**src/rtl/lru_rank_pkg.sv**
```systemverilog
`timescale 1ns/1ps
package lru_rank_pkg;

    // Per-way action chosen every cycle
    typedef enum logic [1:0] {
        RK_HOLD    = 2'd0,
        RK_DEMOTE  = 2'd1,
        RK_PROMOTE = 2'd2
    } rank_act_e;

endpackage

```
**src/rtl/lru_rank_cell.sv**
```systemverilog
`timescale 1ns/1ps
module lru_rank_cell
    import lru_rank_pkg::*;
#(
    parameter int WAYS = 4,
    parameter int IDXW = 2,
    parameter int INIT = 0
) (
    input  logic            clk,
    input  logic            rst_n,
    input  logic            acc_valid,
    input  logic            hit,
    input  logic [IDXW-1:0] pivot,
    output logic [IDXW-1:0] rank_q
);

    localparam logic [IDXW-1:0] TOP   = IDXW'(WAYS - 1);
    localparam logic [IDXW-1:0] START = IDXW'(INIT);

    rank_act_e act;

    // action decision
    always_comb begin
        if (acc_valid && hit) begin
            act = RK_PROMOTE;
        end else if (acc_valid && (rank_q > pivot)) begin
            act = RK_DEMOTE;
        end else begin
            act = RK_HOLD;
        end
    end

    // rank register
    always_ff @(posedge clk or negedge rst_n) begin
        if (!rst_n) begin
            rank_q <= START;
        end else begin
            unique case (act)
                RK_PROMOTE: rank_q <= TOP;
                RK_DEMOTE:  rank_q <= rank_q - IDXW'(1);
                RK_HOLD:    rank_q <= rank_q;
                default:    rank_q <= rank_q;
            endcase
        end
    end

endmodule

```
**src/rtl/lru_victim_pick.sv**
```systemverilog
`timescale 1ns/1ps
module lru_victim_pick #(
    parameter int WAYS = 4,
    parameter int IDXW = 2
) (
    input  logic [WAYS*IDXW-1:0] ranks,
    output logic [IDXW-1:0]      victim
);

    always_comb begin
        victim = '0;
        for (int i = 0; i < WAYS; i++) begin
            if (ranks[i*IDXW +: IDXW] == '0) begin
                victim = IDXW'(i);
            end
        end
    end

endmodule

```
**src/rtl/lru_rank_set.sv**
```systemverilog
`timescale 1ns/1ps
module lru_rank_set #(
    parameter int WAYS = 4,
    localparam int IDXW = (WAYS > 1) ? $clog2(WAYS) : 1
) (
    input  logic                 clk,
    input  logic                 rst_n,
    input  logic                 acc_valid,
    input  logic [IDXW-1:0]      acc_way,
    output logic [IDXW-1:0]      victim_way,
    output logic [WAYS*IDXW-1:0] rank_vec
);

    logic [IDXW-1:0] rank [WAYS];
    logic [IDXW-1:0] pivot;

    // old rank of the accessed way
    assign pivot = rank[acc_way];

    for (genvar g = 0; g < WAYS; g++) begin : g_way
        lru_rank_cell #(
            .WAYS (WAYS),
            .IDXW (IDXW),
            .INIT (g)
        ) u_cell (
            .clk       (clk),
            .rst_n     (rst_n),
            .acc_valid (acc_valid),
            .hit       (acc_way == IDXW'(g)),
            .pivot     (pivot),
            .rank_q    (rank[g])
        );
        assign rank_vec[g*IDXW +: IDXW] = rank[g];
    end

    lru_victim_pick #(
        .WAYS (WAYS),
        .IDXW (IDXW)
    ) u_pick (
        .ranks  (rank_vec),
        .victim (victim_way)
    );

endmodule

```
**config.mk**
```make
export PLATFORM = sky130hd
export DESIGN_NAME = lru_rank_set
export DESIGN_NICKNAME = d
export VERILOG_FILES = /design/src/rtl/lru_rank_pkg.sv /design/src/rtl/lru_rank_cell.sv /design/src/rtl/lru_victim_pick.sv /design/src/rtl/lru_rank_set.sv
export SDC_FILE = /design/constraint.sdc
export NUM_CORES = 1
export LEC_CHECK = 0
export ABC_AREA = 0
export CAP_MARGIN = 20
export CORE_MARGIN = 3
export CORE_UTILIZATION = 48
export DETAILED_ROUTE_END_ITERATION = 8
export GPL_TIMING_DRIVEN = 1
export PLACE_DENSITY = 0.76
export SLEW_MARGIN = 25
export SYNTH_ARGS = -nofsm -noshare
export SYNTH_HDL_FRONTEND = slang
export SYNTH_HIERARCHICAL = 1
export SYNTH_SLANG_ARGS = --single-unit
export TNS_END_PERCENT = 5
```
**constraint.sdc**
```tcl
create_clock -name clk -period 2.6 [get_ports clk]
set_input_delay 0.52 -clock clk [delete_from_list [all_inputs] [get_ports clk]]
set_output_delay 0.52 -clock clk [all_outputs]
set_load 0.05 [all_outputs]
```
; ---- Word level (Yosys, flattened, before mapping)
; Cells that the tools add are included.
[word_totals]
in_bits = 5
wordCells = 59
reg_bits = 8
output_inout_bits = 10
[classes]
magnitude_cmp = 5
reduce_logical = 16
bitwise_logic = 1
muxes = 18
eq_ne = 11
add_sub_neg = 4
[ops]
columns = op, n
row1 = 2-bit two-way mux, 8
row2 = 2-bit one-hot mux with 2 select lines, 4
row3 = "2-bit == test, second input constant", 6
row4 = "2-bit by 1-bit == test with 1-bit output, second input constant", 5
row5 = 2-bit > comparator, 4
row6 = 1-bit logical AND, 8
row7 = 2-bit logical NOT, 4
row8 = 2-bit nonzero test, 4
row9 = "2-bit by 1-bit subtractor with 2-bit output, second input constant", 4
row10 = 1-bit two-way mux, 5
row11 = 2-bit binary-select mux with 2-bit select, 1
row12 = "3-bit greater-or-equal comparator, second input constant", 1
row13 = 2-bit NOT with 3-bit output, 1

; ---- Depth between registers and ports, before layout
; Gate-level depths: netlist (run 1).
[logic_depth]
ltp_word = 10
mapped_depth = 7
depth_no_buf = 7

; ---- Hierarchy
; Netlist (run 1), hierarchy kept.
[by_module_without_submodules]
columns = mod, seq_area_each_um2, area_each_um2, cells_each, instances
row1 = lru_rank_cell at g_way[1].u_cell ..., 51.3, 148.9, 15, 2
row2 = lru_rank_cell at g_way[3].u_cell, 52.6, 150.1, 15, 1
row3 = lru_rank_cell at g_way[0].u_cell, 50.0, 147.6, 15, 1
row4 = lru_rank_set, 0.0, 76.3, 6, 1
row5 = lru_victim_pick, 0.0, 26.3, 3, 1

; ---- Worst setup path before layout (run 1)
; No wires, ideal clock.
[synth_path]
path_type = flip-flop to flip-flop
start = reg g_way[1].u_cell.rank_q[1]
end = reg g_way[1].u_cell.rank_q[1]
required_ps = 2480
arrival_ps = 2048
stages_incl_launch_ff = 8
slack_ps = 432
path_buffers = 0
period_less_slack_ps = 2168
setup_time_ps = 120
cell_sequence = dfrtp_1 mux4_1 inv_1 ha_1 nor2b_4 o2111ai_2 xor2_1 nand2_1
[synth_between]
elab_chain_cells = 9
word_cells_on_any_way = 12
classes_between = add/sub (1) / order compare (1) / eq/ne (2) / mux (6) / reduce/logical (2)
[synth_rtl]
columns = element, line
row1 = "start, declared", lru_rank_cell.sv:14  ; output logic [IDXW-1:0] rank_q
row2 = "start signal, assigned", lru_rank_cell.sv:40  ; RK_DEMOTE: rank_q <= rank_q - IDXW'(1);
row3 = "start signal, assigned", lru_rank_cell.sv:41  ; RK_HOLD: rank_q <= rank_q;
row4 = "start signal, assigned", lru_rank_cell.sv:42  ; default: rank_q <= rank_q;
row5 = 2-bit binary-select mux with 2-bit select *, lru_rank_set.sv:18  ; assign pivot = rank[acc_way];
row6 = 2-bit two-way mux (implied by the code) * (2 in series), lru_rank_set.sv:18
row7 = via pivot[1], lru_rank_set.sv:15  ; logic [IDXW-1:0] pivot;
row8 = 2-bit > comparator *, lru_rank_cell.sv:26  ; end else if (acc_valid && (rank_q > pivot)) begin
row9 = 1-bit logical AND *, lru_rank_cell.sv:26
row10 = 1-bit two-way mux *, lru_rank_cell.sv:26
row11 = 2-bit two-way mux *, lru_rank_cell.sv:24  ; if (acc_valid && hit) begin
row12 = 2-bit by 1-bit == test with 1-bit output / 2-bit == test (equally long branches), lru_rank_cell.sv:38  ; unique case (act)
row13 = 2-bit one-hot mux with 2 select lines / 2-bit nonzero test (equally long branches), -
; Mark *: on every way through the listed nets, which the timed path passes. The rest lies on a longest branch. The select of a mux whose other input is x is not followed.
; A chain may end at the register's enable or synchronous reset.

; ---- Worst setup path in the final report (run 1)
[layout_path]
start = reg g_way[2].u_cell.rank_q[1]
end = out victim_way[0]
[layout_between]
elab_chain_cells = 3
[layout_rtl]
columns = element, line
row1 = "start, declared", lru_rank_cell.sv:14
row2 = "start signal, assigned", lru_rank_cell.sv:40
row3 = "start signal, assigned", lru_rank_cell.sv:41
row4 = "start signal, assigned", lru_rank_cell.sv:42
row5 = 2-bit logical NOT, lru_victim_pick.sv:13  ; if (ranks[i*IDXW +: IDXW] == '0) begin
row6 = 2-bit two-way mux (2 in series), lru_victim_pick.sv:13
row7 = "end, declared", lru_rank_set.sv:10  ; output logic [IDXW-1:0] victim_way,
; No other way between the ends.

==> impl_metrics.csv, run 1 <==
group,metric,value,unit
status,status,"finished, final reports clean",
grt,grt_use_total,17.4,%
logic_synthesis,ys_warn_count,6,
finish,final_layout_size_suffix_gt1_share,20.5,%
clocking,cts_hold_buf,0,
logic_synthesis,ys_ff_latch,8,
finish,instances_no_fill,103,
clocking,cts_tree,"built",
finish,design_area,895,um2
routing,drt_iter0_markers,15,
worst_setup_path,path_max_fanout,6,
placement,detailed_place.area,872,um2
logic_synthesis,synthAdderAreaFrac,14.3,%
worst_setup_path,worst-endpoint-arrival,1960,ps
finish,largest_registers,"g_way.u_cell/rank_q: 8 flops",
finish,max_flop_register,"g_way.u_cell/rank_q",
clocking,cts_resized,0,
timing,finalClockSkew,3.29,ps
worst_setup_path,reg2regPathDepth,7,
timing,drv_slew,0,
floorplanning,die_x,44.1,um
logic_synthesis,synth_xor_area_share,5.02,%
flow_run,drv_cap,0,
clocking,worstSkewPairLatency,250,ps
routing,viasPerCell,5.85,
timing,rsz0062_at_grt,"no",
timing,post-route-period-util,95.6,%
finish,areaGrowthSynthToFinish,28.1,%
clocking,clkTransAtPathRegs,60,ps
floorplanning,row_count,13,
routing,wl_per_cell,14.4,um
routing,wl,1.48,mm
clocking,root_buffer,"clkbuf_4",
routing,wl_met3,79,um
placement,portBuffers,14,
placement,dp_hpwl,1.18,mm
floorplanning,io_pins,15,
clocking,htree_levels,1,
timing,clock.fmax,0.402,GHz
clocking,cts_buffers,3,
logic_synthesis,ys_seq_area_share,29.4,%
grt,antenna_found_initial,0,
finish,layout_commonest_cell,"nand2_1",
clocking,cts.sinks,8,
timing,hold_violations,0,
worst_setup_path,worstSetupPathType,"reg -> out",
finish,nNetsFinal,103,
logic_synthesis,netlist_instances,69,
logic_synthesis,synth_top_family_by_area,"simple AND/OR/NAND/NOR gates",
routing,top_layer,"met4",
logic_synthesis,syn_area,698,um2
placement,dpl.cell_count,100,
clocking,cts_buffer_depth,2,
finish,n_antenna_cell,0,
routing,antenna_left,0,
finish,final_util,67.1,%
timing,relSlewSlack,65.8,%
logic_synthesis,synth_cell_types,17,
timing,fin_tns_setup,0,ps
routing,via_count,603,
logic_synthesis,synth_mux_area_share,7.53,%
finish,largest_register_ffs,8,
routing,drc,0,
floorplanning,start_util,52.3,%
timing,tightest_slew,511,ps
placement,place_congestion,0.779,
logic_synthesis,syn_area_per_cell,10.1,um2
floorplanning,die_h,44.1,um
logic_synthesis,synth-simple-area-share,23.3,%
floorplanning,dieArea,0.00195,mm2
clocking,post_cts.repair.setup_buffers,0,
logic_synthesis,synth_compound_area_share,16.1,%
timing,fin_crit,2480,ps
routing,wl_met1,644,um
worst_setup_path,cp-end-kind,"output port",
worst_setup_path,required,2080,ps
grt,grt_pass1_vias,568,
grt,grt_max_degree,13,
floorplanning,core,0.00133,mm2
worst_setup_path,start_kind,"flop",
grt,grt_overflow_total,0,
worst_hold_path,hp-class,"in -> async",
routing,firstDrtPassIters,4,
logic_synthesis,syn_nets,82,
finish,layout_common_cells,"nand2_1, clkdlybuf4s50_1, inv_1, ha_1",
grt,grt_pass1_wl,2.51,mm
timing,setup_violations,0,
routing,met2_length,737,um
## path summary, 6_finish.rpt
check,startpoint,endpoint,slack [ps]
setup / recovery,g_way[2].u_cell/rank_q[1],victim_way[0],120
hold reg to reg,g_way[1].u_cell/rank_q[0],g_way[1].u_cell/rank_q[0],550
max in group asynchronous,rst_n,g_way[1].u_cell/rank_q[0],1740
hold / removal,rst_n,g_way[1].u_cell/rank_q[1],550
setup reg to reg,g_way[1].u_cell/rank_q[1],g_way[1].u_cell/rank_q[1],520
min in group clk,g_way[1].u_cell/rank_q[0],g_way[1].u_cell/rank_q[0],550
## area by class of cell
type / instances / area (um2)
Clock buffer: 3 / 22.5
Inverter: 8 / 30.0
Multi-Input combinational cell: 53 / 463
Fill cell: 110 / 439
Tap cell: 15 / 18.8
Timing Repair Buffer: 16 / 155
Sequential cell: 8 / 205
## stage by stage
| stage | setup WS, ps | hold slack [ps] |
|---|---|---|
| detailed placement | -136 | 534 |
| floorplan | 432 | 224 |
| finish | 115 | 546 |
| global placement | -90.5 | 522 |
| CTS | 95.8 | 541 |
| global route | 9.72 | 556 |
## routing by layer
| metal | global-route usage (%) | vias up |
|---|---|---|
| li1 | - | 287 |
| met1 | 22.0 | 293 |
| met2 | 28.2 | 19 |
| met3 | 2.85 | 4 |
| met4 | 9.64 | 0 |
| met5 | 0 | - |
## worst max-delay path, cell delays in order (launching register included)
cell and delay (ps):
dfstp_2 580, nor2_1 70, o32ai_2 220, clkdlybuf4s50_1 840
## cell usage after synthesis
cell type	count	area [um2]
inv_1	8	30.0
and2_1	1	6.26
nand3_1	4	20.0
ha_1	8	100
o22ai_1	1	6.26
nor2b_4	4	55.1
xor2_1	4	35.0
and2b_1	1	7.51
nand2_1	16	60.1
o211ai_1	4	30.0
nor2_1	2	7.51
o32ai_2	1	16.3
nor2b_1	1	6.26
o2111ai_2	4	60.1
dfrtp_1	4	100
dfstp_2	4	105
mux4_1	2	52.6
## kinds of logic (layout without fill, tap and decap cells)
logic type	Yosys count	count (layout)
simple gates	29	29
compound gates	10	10
fa+ha+maj	8	8
buf+inv	8	27
mux	2	2
flops	8	8
xor+xnor	4	4
Power of run 1 is left out: the tool's default activity adds up to more than one toggle a clock period on the data nets, which glitch-free logic cannot reach.
==> run 2, diff against run 1 <==
CORE_ASPECT_RATIO = 1.1   (was default)
==> impl_metrics.csv, run 2 (synthesis gave the netlist of run 1 again) <==
group,metric,value,unit
worst_setup_path,r2r_end,"g_way[0].u_cell/rank_q[1]",
clocking,cts_buffers,3,
routing,antenna_left,0,
floorplanning,row_count,13,
timing,clock.fmax,0.405,GHz
finish,layout_common_cells,"nand2_1, clkdlybuf4s50_1, inv_1, ha_1",
routing,drt_iter0_markers,4,
worst_setup_path,endpoint,"victim_way[0]",
finish,final_layout_size_suffix_gt1_share,19.5,%
routing,viasPerCell,5.71,
clocking,cts_hold_buf,0,
flow_run,drv_cap,0,
clocking,cts_resized,0,
routing,drc,0,
worst_setup_path,path_delay_family,"buffers and inverters",
worst_setup_path,reg2regPathDepth,7,
finish,areaGrowthSynthToFinish,27.1,%
floorplanning,die_h,46,um
worst_setup_path,cp_num_buf_inv,1,
finish,layout_commonest_cell,"nand2_1",
routing,wl,1.43,mm
placement,place_ws,-104,ps
grt,grt_overflow_total,0,
floorplanning,start_util,55.0,%
finish,nNetsFinal,102,
worst_setup_path,cpPeakStageDelay,840,ps
floorplanning,core,0.00127,mm2
worst_setup_path,start_kind,"flop",
worst_setup_path,worst-endpoint-arrival,1950,ps
timing,drv_slew,0,
finish,fillers,107,
worst_setup_path,path_max_fanout,6,
timing,tightest_slew,510,ps
timing,fin_crit,2470,ps
finish,largest_register_ffs,8,
timing,post-route-period-util,95.0,%
placement,place_congestion,0.696,
grt,grt_pass1_vias,575,
floorplanning,die_x,42.4,um
worst_setup_path,path_cells,"nor2_1 -> o32ai_2 -> clkdlybuf4s50_1",
grt,grt_max_degree,13,
worst_setup_path,cp-end-kind,"output port",
placement,portBuffers,14,
worst_hold_path,hp-class,"reg -> reg",
worst_setup_path,r2r-start,"g_way[1].u_cell/rank_q[1]",
finish,largest_registers,"g_way.u_cell/rank_q: 8 flops",
clocking,cts_tree,"built",
floorplanning,io_pins,15,
finish,n_antenna_cell,0,
timing,finalClockSkew,3.51,ps
worst_setup_path,worstSetupPathType,"reg -> out",
routing,firstDrtPassIters,5,
placement,dp_hpwl,1.15,mm
timing,rsz0062_at_grt,"no",
routing,wl_per_cell,14.0,um
worst_setup_path,cp-startpoint,"g_way[2].u_cell/rank_q[1]",
clocking,cts_buffer_depth,2,
worst_setup_path,r2r_setup_slack,550,ps
timing,setup_violations,0,
grt,grt_use_total,17.6,%
floorplanning,dieArea,0.00195,mm2
clocking,post_cts.repair.setup_buffers,0,
status,status,"finished, final reports clean",
timing,relSlewSlack,65.9,%
clocking,clkTransAtPathRegs,60,ps
clocking,cts.sinks,8,
timing,setup_ws,129,ps
grt,grt_pass1_wl,2.53,mm
grt,antenna_found_initial,0,
clocking,root_buffer,"clkbuf_4",
clocking,worstSkewPairLatency,250,ps
finish,max_flop_register,"g_way.u_cell/rank_q",
worst_setup_path,required,2080,ps
clocking,htree_levels,1,
timing,hold_violations,0,
worst_setup_path,cp.depth,3,
worst_setup_path,slowest_stage,"clkdlybuf4s50_1",
routing,via_count,582,
==> run 2: final cells by class <==
class	count	area [um2]	share of cell area (%)
timing repair buffer	15	148	16.6
inverter	8	30.0	3.39
multi-input combinational	53	463	52.2
clock buffer	3	22.5	2.54
sequential	8	205	23.1
tap	15	18.8	2.12
==> run 2: metrics by stage <==
| stage | instances | utilization [%] | hold WS, ps | cell area (um2) | TNS, ps |
|---|---|---|---|---|---|
| floorplan | 69 | - | 224 | 698 | 0 |
| global placement | 99 | 68.1 | 526 | 865 | -231 |
| detailed placement | 99 | 68.1 | 527 | 865 | -306 |
| CTS | 102 | 69.9 | 535 | 887 | 0 |
| global route | 102 | 69.9 | 557 | 887 | 0 |
| finish | 102 | 69.9 | 538 | 887 | 0 |
==> run 2: worst min-delay path by stage <==
stage,startpoint,end,slack [ps],depth (start not counted)
after global placement,g_way[3].u_cell/rank_q[0],g_way[3].u_cell/rank_q[0],530,2
after CTS,g_way[3].u_cell/rank_q[0],g_way[3].u_cell/rank_q[0],540,2
after global routing,rst_n,g_way[0].u_cell/rank_q[1],560,1
after detailed placement,g_way[3].u_cell/rank_q[0],g_way[3].u_cell/rank_q[0],530,2
final,g_way[3].u_cell/rank_q[0],g_way[3].u_cell/rank_q[0],540,2
after floorplan,rst_n,g_way[0].u_cell/rank_q[0],220,0
==> run 2: per-layer routing <==
| metal | up-vias | global-route usage, % | share of wire (%) |
|---|---|---|---|
| li1 | 283 | - | - |
| met1 | 276 | 21.9 | 46 |
| met2 | 21 | 29.8 | 50 |
| met3 | 2 | 3.56 | 4.0 |
| met4 | 0 | 7.45 | 0.63 |
| met5 | - | 0 | 0 |
==> run 2: worst register-to-register path, cell delays in order (launching register included) <==
cell       delay [ps]
dfrtp_1           450
mux4_1            600
inv_1             100
ha_1              240
nor2b_4           140
o2111ai_2         190
xor2_1            170
nand2_1            70
Power of run 2 is left out for the same reason.
